File: src/rtl/fdc_dma_pkg.sv
package fdc_dma_pkg;
  typedef enum logic [1:0] {
    MODE_LEGACY = 2'd0,
    MODE_ALT    = 2'd1,
    MODE_EXT    = 2'd2
  } dma_mode_e;

  localparam int HOST_IN_W = 3;  // {tc, rd_n, dack_n}
endpackage

File: src/rtl/fdc_dma_sync.sv
module fdc_dma_sync #(
  parameter int W      = 1,
  parameter int STAGES = 2,
  parameter logic [W-1:0] RST_VAL = '0
) (
  input  logic         clk,
  input  logic         rst,
  input  logic [W-1:0] d,
  output logic [W-1:0] q
);
  logic [W-1:0] chain [STAGES];

  always_ff @(posedge clk) begin
    if (rst) begin
      for (int i = 0; i < STAGES; i++) chain[i] <= RST_VAL;
    end else begin
      chain[0] <= d;
      for (int i = 1; i < STAGES; i++) chain[i] <= chain[i-1];
    end
  end

  assign q = chain[STAGES-1];
endmodule

File: src/rtl/fdc_dma_req.sv
module fdc_dma_req (
  input  logic clk,
  input  logic rst,
  input  logic byte_rdy,
  input  logic dack_act,
  input  logic rd_s,
  output logic drq,
  output logic xfer_stb
);
  logic dack_prev, rd_prev, pend;
  logic dack_fall, rd_fall, ack_evt, launch, want;

  assign dack_fall = dack_act & ~dack_prev;
  assign rd_fall   = rd_prev & ~rd_s;
  assign ack_evt   = drq & (dack_fall | (dack_prev & dack_act & rd_fall));
  assign want      = pend | byte_rdy;
  assign launch    = want & ~drq & ~xfer_stb;

  always_ff @(posedge clk) begin
    if (rst) begin
      dack_prev <= 1'b0;
      rd_prev   <= 1'b1;
      pend      <= 1'b0;
      drq       <= 1'b0;
      xfer_stb  <= 1'b0;
    end else begin
      dack_prev <= dack_act;
      rd_prev   <= rd_s;
      pend      <= want & ~launch;
      xfer_stb  <= ack_evt;
      if (launch)       drq <= 1'b1;
      else if (ack_evt) drq <= 1'b0;
    end
  end


  strobe_single_chk: assert property (@(posedge clk) disable iff (rst)
    xfer_stb |=> !xfer_stb);

  drq_drop_chk: assert property (@(posedge clk) disable iff (rst)
    $fell(drq) |-> xfer_stb);

  drq_rise_gap_chk: assert property (@(posedge clk) disable iff (rst)
    $rose(drq) |-> !xfer_stb && !$past(xfer_stb));
endmodule

File: src/rtl/fdc_dma_tc.sv
module fdc_dma_tc (
  input  logic clk,
  input  logic rst,
  input  logic tc_s,
  input  logic ext_mode,
  input  logic dack_act,
  input  logic tc_clr,
  output logic tc_seen
);
  logic tc_hit;

  assign tc_hit = dack_act & (ext_mode ? ~tc_s : tc_s);

  always_ff @(posedge clk) begin
    if (rst) tc_seen <= 1'b0;
    else     tc_seen <= tc_hit | (tc_seen & ~tc_clr);
  end


  tc_sticky_chk: assert property (@(posedge clk) disable iff (rst)
    tc_seen && !tc_clr |=> tc_seen);

  tc_qualified_chk: assert property (@(posedge clk) disable iff (rst)
    $rose(tc_seen) |-> $past(dack_act));
endmodule

File: src/rtl/fdc_dma_handshake.sv
module fdc_dma_handshake
  import fdc_dma_pkg::*;
#(
  parameter int SYNC_STAGES = 2
) (
  input  logic       clk,
  input  logic       rst,
  input  logic       byte_rdy,
  input  logic       dack_n,
  input  logic       rd_n,
  input  logic       tc_in,
  input  logic [1:0] mode,
  input  logic       dma_en,
  input  logic       tc_clr,
  output logic       drq,
  output logic       xfer_stb,
  output logic       tc_seen,
  output logic       drq_oe,
  output logic       irq_oe
);
  localparam logic [HOST_IN_W-1:0] SYNC_RST = 3'b011;

  logic [HOST_IN_W-1:0] host_s;
  logic ext_mode, path_en, dack_act;

  fdc_dma_sync #(.W(HOST_IN_W), .STAGES(SYNC_STAGES), .RST_VAL(SYNC_RST)) u_sync (
    .clk (clk),
    .rst (rst),
    .d   ({tc_in, rd_n, dack_n}),
    .q   (host_s)
  );

  assign ext_mode = (mode == MODE_EXT);
  assign path_en  = ext_mode | dma_en;
  assign dack_act = path_en & ~host_s[0];

  fdc_dma_req u_req (
    .clk      (clk),
    .rst      (rst),
    .byte_rdy (byte_rdy),
    .dack_act (dack_act),
    .rd_s     (host_s[1]),
    .drq      (drq),
    .xfer_stb (xfer_stb)
  );

  fdc_dma_tc u_tc (
    .clk      (clk),
    .rst      (rst),
    .tc_s     (host_s[2]),
    .ext_mode (ext_mode),
    .dack_act (dack_act),
    .tc_clr   (tc_clr),
    .tc_seen  (tc_seen)
  );

  always_ff @(posedge clk) begin
    if (rst) begin
      drq_oe <= 1'b0;
      irq_oe <= 1'b0;
    end else begin
      drq_oe <= path_en;
      irq_oe <= path_en;
    end
  end


  iso_oe_chk: assert property (@(posedge clk) disable iff (rst)
    !path_en |=> !drq_oe && !irq_oe);

  ext_live_chk: assert property (@(posedge clk) disable iff (rst)
    ext_mode |=> drq_oe && irq_oe);
endmodule

File: config.mk
export PLATFORM = sky130hd
export DESIGN_NAME = fdc_dma_handshake
export DESIGN_NICKNAME = d
export VERILOG_FILES = /design/src/rtl/fdc_dma_pkg.sv /design/src/rtl/fdc_dma_sync.sv /design/src/rtl/fdc_dma_req.sv /design/src/rtl/fdc_dma_tc.sv /design/src/rtl/fdc_dma_handshake.sv
export SDC_FILE = /design/constraint.sdc
export NUM_CORES = 1
export LEC_CHECK = 0
export ABC_CLOCK_PERIOD_IN_PS = 1250
export BUFFER_PORTS_ARGS = -buffer_cell sky130_fd_sc_hd__buf_2
export CAP_MARGIN = 20
export CORE_UTILIZATION = 23
export DETAILED_ROUTE_END_ITERATION = 7
export PLACE_DENSITY = 0.45
export SYNTH_ARGS = -nofsm -noshare
export SYNTH_HDL_FRONTEND = slang
export SYNTH_SLANG_ARGS = --single-unit
export TNS_END_PERCENT = 30
File: constraint.sdc
create_clock -name clk -period 1.25 [get_ports clk]
set_input_delay 0.125 -clock clk [delete_from_list [all_inputs] [get_ports clk]]
set_output_delay 0.125 -clock clk [all_outputs]
set_load 0.02 [all_outputs]
==> flow_metrics.tcl, run 1 <==
set metrics [dict create \
    finish.utilization_pct 31.4 \
    dieArea_um2 2080 \
    startpoint "u_req.drq" \
    areaGrowthSynthToFinish_pct 26.6 \
    synth_warnings 0 \
    r2r_start "u_req.xfer_stb" \
    rsz0062_at_grt "no" \
    ys_seq_area_share_pct 59.4 \
    irDropWorstVdd_mv 0.632 \
    clockBufferDepth 2 \
    drc_errors 0 \
    crit_chain "buf_2" \
    grt_use_total_pct 7.76 \
    synth_top_area_cell "dfxtp_1" \
    final_cell_mix "buf_2 (14), dfxtp_1 (13), or2_2 (5)" \
    cts.sinks 13 \
    via_count 308 \
    tightest_slew_ps 206 \
    grt_max_degree 12 \
    clock_latency_ps 270 \
    grt_overflow_total 0 \
    clk_pin_slew_ps 80 \
    first_iter_violations 1 \
    wirelength_um 647 \
    reg2reg_to "u_req.drq" \
    netlist_area_um2 438 \
    grt_first_pass_wirelength_um 1050 \
    antenna_cells 0 \
    cp_max_fo 4 \
    first_pass_iters 2 \
    yosysUniqueCellTypes 17 \
    crit_type "reg -> out" \
    core-area_um2 1760 \
    period_share_pct 75.2 \
    die_w_um 45.6 \
    post_cts_buffers 0 \
    fin_skew_ps 2.16 \
    p_leak_nw 0.257 \
    post_dp_cell_area_um2 528 \
    cp.required_ps 1120 \
    setup_violations 0 \
    floorplan.initialDensity_pct 24.8 \
    instances_no_fill 82 \
    via_per_inst 3.76 \
    gp_congestion 0.714 \
    tritoncts "yes" \
    finalMaxSlewViolations 0 \
    antenna_found_initial 0 \
    layout_commonest_cell "buf_2" \
    min_path_type "in -> reg" \
    cts_resized 0 \
    max_freq_ghz 1.06 \
    synth_seq_cells 13 \
    cpMaxStageDelayCell "dfxtp_1" \
    die_y_um 45.6 \
    crit_path_end_kind "primary output" \
    start_kind "flop" \
    outcome "finished clean" \
    final_layout_size_suffix_gt1_share_pct 40.4 \
    reg2reg_depth 3 \
    syn_inst 41 \
    crit_arrival_ps 810 \
    path_buf_inv 1 \
    synthTopCellsByArea "dfxtp_1 (59%), or2_2 (7.1%), nor2b_1 (5.7%)" \
    postRouteAntennaNets 0 \
    grt_pass1_vias 261 \
    portBuffers 14 \
    dp_cells 78 \
    cts_buffers 3 \
    nFillCells 200 \
    wl_per_cell_um 7.89 \
    row_count 15 \
    fin_nets 68 \
    slew_headroom_pct 86.2 \
    period_needed_ps 939 \
    hold-path-endpoint "u_sync.chain[0][1]" \
    finalInstanceArea_um2 554 \
    htreeDepth 1 \
    slowest_delay_ps 370 \
    hold_buffers 0 \
    synth_fp_nets 51 \
    power_density_nw_per_um2 1360 \
    drv_cap 0 \
    cts-root-buf "clkbuf_4" \
    synth.top_cell.area_share_pct 59.4 \
    whs_path_depth 2 \
    crit_family "flip-flops" \
    hold_start "rd_n" \
    finalHoldViolCount 0 \
    setup-tns-final_ps 0 \
    avgSynthCellArea_um2 10.7 \
    ioPinCount 15 \
    rrSetupSlack_ps 370 \
]
[sequential cells by signal (all words and copies together), names as in the netlist]
name             count
irq_oe               1
u_req.dack_prev      1
u_req.drq            1
u_req.pend           1
u_req.rd_prev        1
u_req.xfer_stb       1
u_sync.chain         6
u_tc.tc_seen         1
[layout make-up]
class	instances	area (µm²)	area share (%)
flip-flops and latches	13	260	47.0
multi-input cells	24	159	28.7
clock buffers	4	26.3	4.74
repair buffers	14	70.1	12.6
well taps	25	31.3	5.64
inverters	2	7.51	1.35
[per-layer routing]
metal  global-route usage (%)  wire [µm]
met1                     8.07        323
met2                     11.4        282
met3                     5.95         41
met4                     3.64          0
met5                        0          0
[synthesized netlist by cell type]
library cell and instances:
a21oi_1 2, o21bai_1 1, a311oi_1 1, nand4bb_1 1, clkbuf_1 1, or2_2 5
o21ai_0 1, nor2b_4 1, and3b_1 1, dfxtp_1 13, inv_1 2, or2_0 1
o22ai_1 1, nor2_1 4, nor2b_1 4, buf_4 1, o21ba_1 1
[worst max path at each step]
stage	cells past startpoint	slack [ps]	endpoint
2_1_floorplan	3	330	u_req.drq
3_3_place_gp	3	380	u_req.drq
3_5_place_dp	3	380	u_req.drq
4_1_cts	1	300	drq
5_1_grt	1	270	drq
6_report	1	310	drq
[stage by stage]
| stage | hold WS, ps | power (W) | setup slack, ps |
|---|---|---|---|
| 6_report | 33.6 | 0.000755 | 311 |
| 5_1_grt | 22.3 | 0.000792 | 265 |
| 3_5_place_dp | 311 | 0.000516 | 377 |
| 2_1_floorplan | 229 | 0.000491 | 329 |
| 4_1_cts | 21.5 | 0.000775 | 297 |
| 3_3_place_gp | 308 | 0.000515 | 383 |
[power by group]
group          switching [W]  total [W]  internal, W
Combinational      0.0000316  0.0000655    0.0000339
Sequential        0.00000775   0.000439     0.000432
Clock               0.000127   0.000250     0.000123
[logic make-up after synthesis]
family / Yosys count / synth area share (%)
compound gates: 7 / 10.9
buf+inv: 4 / 4.29
flops: 13 / 59.4
simple gates: 17 / 25.4
No activity file was read; power rests on OpenSTA's default activity.
==> run 2: changes to the inputs <==
--- a/config.mk
+++ b/config.mk
@@ -5,12 +5,12 @@
 export SDC_FILE = /design/constraint.sdc
 export NUM_CORES = 1
 export LEC_CHECK = 0
-export ABC_CLOCK_PERIOD_IN_PS = 1250
+export ABC_CLOCK_PERIOD_IN_PS = 800
 export BUFFER_PORTS_ARGS = -buffer_cell sky130_fd_sc_hd__buf_2
 export CAP_MARGIN = 20
 export CORE_UTILIZATION = 23
 export DETAILED_ROUTE_END_ITERATION = 7
-export PLACE_DENSITY = 0.45
+export PLACE_DENSITY = 0.46
 export SYNTH_ARGS = -nofsm -noshare
 export SYNTH_HDL_FRONTEND = slang
 export SYNTH_SLANG_ARGS = --single-unit
==> constraint.sdc (replaced) <==
create_clock -name clk -period 0.8 [get_ports clk]
set_input_delay 0.08 -clock clk [delete_from_list [all_inputs] [get_ports clk]]
set_output_delay 0.08 -clock clk [all_outputs]
set_load 0.02 [all_outputs]
==> run 2 against run 1 <==
Against the previous run:
- the flow now finishes with violations (hold timing, setup timing)
- final area up 11%
- first-iteration DRC count rose to 6.0 times the previous value
- largest cell class unchanged
- combinational power up 86%
- critical path type unchanged
- power up 57%
==> flow_metrics.tcl, run 2 (same netlist as run 1, synthesis figures left out) <==
set metrics [dict create \
    outcome "finished with violations" \
    violations "hold timing, setup timing" \
    wirelength_um 611 \
    fin_nets 70 \
    clockBufferDepth 2 \
    finalMaxSlewViolations 0 \
    die_y_um 45.6 \
    top_register "u_sync.chain" \
    dp.final_hpwl_um 463 \
    tritoncts "yes" \
    period_share_pct 113 \
    final_cell_mix "buf_2 (9), dfxtp_1 (8), buf_6 (6)" \
    post_cts_buffers 0 \
    reg2reg_depth 3 \
    rsz0062_at_grt "yes" \
    power_density_nw_per_um2 1920 \
    antenna_cells 0 \
    cts.sinks 13 \
    first_pass_iters 3 \
    max_freq_ghz 1.10 \
    multiInputGateArea_um2 159 \
    instances_no_fill 84 \
    tightest_slew_ps 181 \
    cts_buffers 3 \
    row_count 15 \
    htreeDepth 1 \
    grt_max_degree 12 \
    slew_headroom_pct 87.9 \
    layout_commonest_cell "buf_2" \
    largest_reg_flops 6 \
    reg2reg_to "u_req.drq" \
    core-area_um2 1760 \
    grt_overflow_total 0 \
    grt_pass1_vias 272 \
    setup_violations 3 \
    drc_errors 0 \
    start_kind "flop" \
    dieArea_um2 2080 \
    postRouteAntennaNets 0 \
    via_per_inst 3.76 \
    timing.hold.ws_ps -5.90 \
    drv_cap 0 \
    cts-root-buf "clkbuf_4" \
    crit_arrival_ps 830 \
    die_w_um 45.6 \
    crit_path_end_kind "primary output" \
    finalHoldViolCount 2 \
    portBuffers 14 \
    grt_use_total_pct 7.44 \
    final_layout_size_suffix_gt1_share_pct 50.8 \
    fin_skew_ps 1.44 \
    irDropWorstVdd_mv 1.32 \
    clock_latency_ps 260 \
    nFillCells 195 \
    wl_per_cell_um 7.27 \
    dp_cells 80 \
    cp_max_fo 2 \
    first_iter_violations 6 \
    areaGrowthSynthToFinish_pct 40.6 \
    crit_type "reg -> out" \
    cp.required_ps 720 \
    ioPinCount 15 \
    register_area_um2 272 \
    grt_first_pass_wirelength_um 1040 \
    clk_pin_slew_ps 70 \
    p_leak_nw 0.275 \
    period_needed_ps 906 \
    rrSetupSlack_ps -30 \
    via_count 316 \
    floorplan.initialDensity_pct 24.8 \
    startpoint "u_req.xfer_stb" \
    min_path_type "in -> reg" \
    power_w 0.00118 \
    endpoint "xfer_stb" \
    r2r_start "u_req.xfer_stb" \
    antenna_found_initial 0 \
    gp_congestion 0.682 \
    setup_slack_ps -106 \
]
run 2: worst min-delay path by stage:
stage | startpoint | endpoint | slack (ps) | cells after the start
2_1_floorplan | dack_n | u_sync.chain[0][0] | 180 | 1
3_3_place_gp | rd_n | u_sync.chain[0][1] | 260 | 2
3_5_place_dp | dack_n | u_sync.chain[0][0] | 270 | 2
4_1_cts | dack_n | u_sync.chain[0][0] | -20 | 2
5_1_grt | rd_n | u_sync.chain[0][1] | -20 | 2
6_report | dack_n | u_sync.chain[0][0] | -6 | 2
run 2: timing repair:
action                                 4_1_cts  5_1_grt
gates resized for setup                     11        6
setup endpoints to repair                    6        8
endpoints found under the hold margin        2        2
run 2: per-stage QoR:
| stage | TNS, ps | setup slack, ps | hold slack [ps] | instance area (µm²) | utilization (%) |
|---|---|---|---|---|---|
| after floorplan | -76.7 | -43.9 | 184 | 442 | - |
| after global placement | -15.0 | -15.0 | 262 | 547 | 31.0 |
| after detailed placement | -15.3 | -15.3 | 266 | 547 | 31.0 |
| after CTS | -251 | -123 | -16.1 | 603 | 34.2 |
| after global routing | -426 | -155 | -16.6 | 616 | 34.9 |
| final | -164 | -106 | -5.90 | 616 | 34.9 |
run 2: layout make-up:
class	instances	share of cell area (%)
inverter	2	1.22
multi-input combinational	24	25.8
clock buffer	4	4.27
sequential	13	44.1
tap	25	5.08
timing repair buffer	16	19.5
run 2: worst max-delay path, cell delays in order, from the launching register on:
cell and delay [ps]:
dfxtp_4 340, buf_6 110, buf_6 120
run 2: report_power, final:
group          switching [W]  total, W  internal [W]
Combinational      0.0000501  0.000122     0.0000719
Sequential         0.0000148  0.000688      0.000673
Clock               0.000182  0.000375      0.000193
run 2: layer usage:
metal | track usage, % | up-vias | wire length (µm) | share of wire, %
met5 | 0 | - | 0 | 0
met4 | 1.82 | 0 | 0 | 0
met3 | 5.95 | 0 | 25 | 4.1
met2 | 10.6 | 9 | 270 | 44
met1 | 8.58 | 136 | 316 | 52
li1 | - | 171 | - | -
==> run 3: changes to the inputs <==
--- a/config.mk
+++ b/config.mk
@@ -9,8 +9,10 @@
 export BUFFER_PORTS_ARGS = -buffer_cell sky130_fd_sc_hd__buf_2
 export CAP_MARGIN = 20
 export CORE_UTILIZATION = 23
+export CTS_CLUSTER_DIAMETER = 120
 export DETAILED_ROUTE_END_ITERATION = 7
-export PLACE_DENSITY = 0.46
+export HOLD_SLACK_MARGIN = 0.06
+export PLACE_DENSITY = 0.54
 export SYNTH_ARGS = -nofsm -noshare
 export SYNTH_HDL_FRONTEND = slang
 export SYNTH_SLANG_ARGS = --single-unit
==> run 3 against run 2 <==
Against the previous run:
- the flow still finishes with violations (hold timing, setup timing)
- final cell count grew 1.2%
- first-iteration DRC count is the same
- clock-buffer cell count is the same
- critical path type unchanged
==> flow_metrics.tcl, run 3 (same netlist as run 1, synthesis figures left out) <==
set metrics [dict create \
    cts.sinks 13 \
    ioPinCount 15 \
    setup_slack_ps -114 \
    rsz0062_at_grt "yes" \
    grt_overflow_total 0 \
    clock_latency_ps 260 \
    rrSetupSlack_ps -80 \
    dp_cells 80 \
    wirelength_um 659 \
    cts-root-buf "clkbuf_4" \
    dp.final_hpwl_um 443 \
    top_register "u_sync.chain" \
    hold-path-endpoint "u_sync.chain[0][1]" \
    violations "hold timing, setup timing" \
    hold_buffers 1 \
    max_freq_ghz 1.09 \
    instances_no_fill 85 \
    cts_buffers 3 \
    row_count 15 \
    fin_nets 71 \
    clk_pin_slew_ps 70 \
    gp_congestion 0.660 \
    portBuffers 14 \
    final_cell_mix "buf_2 (9), dfxtp_1 (8), or2_2 (5), buf_6 (5)" \
    first_iter_violations 6 \
    finalHoldViolCount 2 \
    clockBufferDepth 2 \
    areaGrowthSynthToFinish_pct 47.4 \
    tritoncts "yes" \
    via_per_inst 3.79 \
    drv_cap 0 \
    finalMaxSlewViolations 0 \
    timing.hold.ws_ps -9.01 \
    die_w_um 45.6 \
    r2r_start "u_req.xfer_stb" \
    grt_max_degree 12 \
    dieArea_um2 2080 \
    first_pass_iters 2 \
    crit_type "reg -> out" \
    pre_cts_ws_ps -22.9 \
    slew_headroom_pct 87.8 \
    core-area_um2 1760 \
    grt_first_pass_wirelength_um 979 \
    cp.required_ps 720 \
    die_y_um 45.6 \
    grt_pass1_vias 254 \
    reg2reg_to "u_req.drq" \
    p_leak_nw 0.281 \
    largest_reg_flops 6 \
    wl_per_cell_um 7.75 \
    crit_path_end_kind "primary output" \
    fin_skew_ps 0.848 \
    post_cts_buffers 0 \
    antenna_found_initial 0 \
    setup-tns-final_ps -245 \
    hold_start "rd_n" \
    irDropWorstVdd_mv 1.20 \
    outcome "finished with violations" \
    crit_arrival_ps 830 \
    power_density_nw_per_um2 1870 \
    whs_path_depth 2 \
    antenna_cells 0 \
    setup_violations 4 \
    power_w 0.00121 \
    postRouteAntennaNets 0 \
    period_needed_ps 914 \
    final_layout_size_suffix_gt1_share_pct 60.0 \
    tightest_slew_ps 183 \
    grt_use_total_pct 7.25 \
    layout_commonest_cell "buf_2" \
    cp_max_fo 2 \
    floorplan.initialDensity_pct 24.8 \
    htreeDepth 1 \
    drc_errors 0 \
    start_kind "flop" \
    reg2reg_depth 3 \
    period_share_pct 114 \
    via_count 322 \
    min_path_type "in -> reg" \
]
-- run 3: worst max-delay path by stage --
stage	from	depth (start not counted)	end	slack, ps
after floorplan	u_req.xfer_stb	3	u_req.drq	-40
after detailed placement	u_req.xfer_stb	3	u_req.drq	-20
after CTS	u_req.xfer_stb	2	xfer_stb	-120
after global routing	u_req.xfer_stb	2	xfer_stb	-140
after global placement	u_req.xfer_stb	3	u_req.drq	-10
final	u_req.xfer_stb	2	xfer_stb	-110
-- run 3: worst max-delay path, cell delays in order, from the launching register on --
cell and delay [ps]:
dfxtp_4 340, buf_6 110, buf_6 120
-- run 3: per-stage QoR --
| stage | util, % | area, µm² |
|---|---|---|
| floorplan | - | 442 |
| global placement | 31.0 | 547 |
| detailed placement | 31.0 | 547 |
| CTS | 34.8 | 613 |
| global route | 36.6 | 646 |
| finish | 36.6 | 646 |
-- run 3: power by group --
part | switching, W | internal (W) | total, W
registers | 0.0000166 | 0.000673 | 0.000689
clock network | 0.000188 | 0.000193 | 0.000381
logic | 0.0000549 | 0.0000808 | 0.000136
total | 0.000259 | 0.000946 | 0.00121
-- run 3: area by class of cell --
| type | count | area, µm² |
|---|---|---|
| sequential | 13 | 272 |
| inverter | 2 | 7.51 |
| clock buffer | 4 | 26.3 |
| fill | 197 | 1120 |
| tap | 25 | 31.3 |
| multi-input combinational | 24 | 183 |
| timing repair buffer | 17 | 126 |
-- run 3: metal layers --
layer	part of all wire, %	track usage [%]
met1	42	7.79
met2	50	10.9
met3	7.4	7.14
met4	0	0
met5	0	0
-- run 3: repair_timing --
item	in CTS	in global routing
endpoints found under the hold margin	3	2
cloned	0	0
pin swaps	0	1
endpoints found under the setup margin	7	8
gates resized for setup	12	10
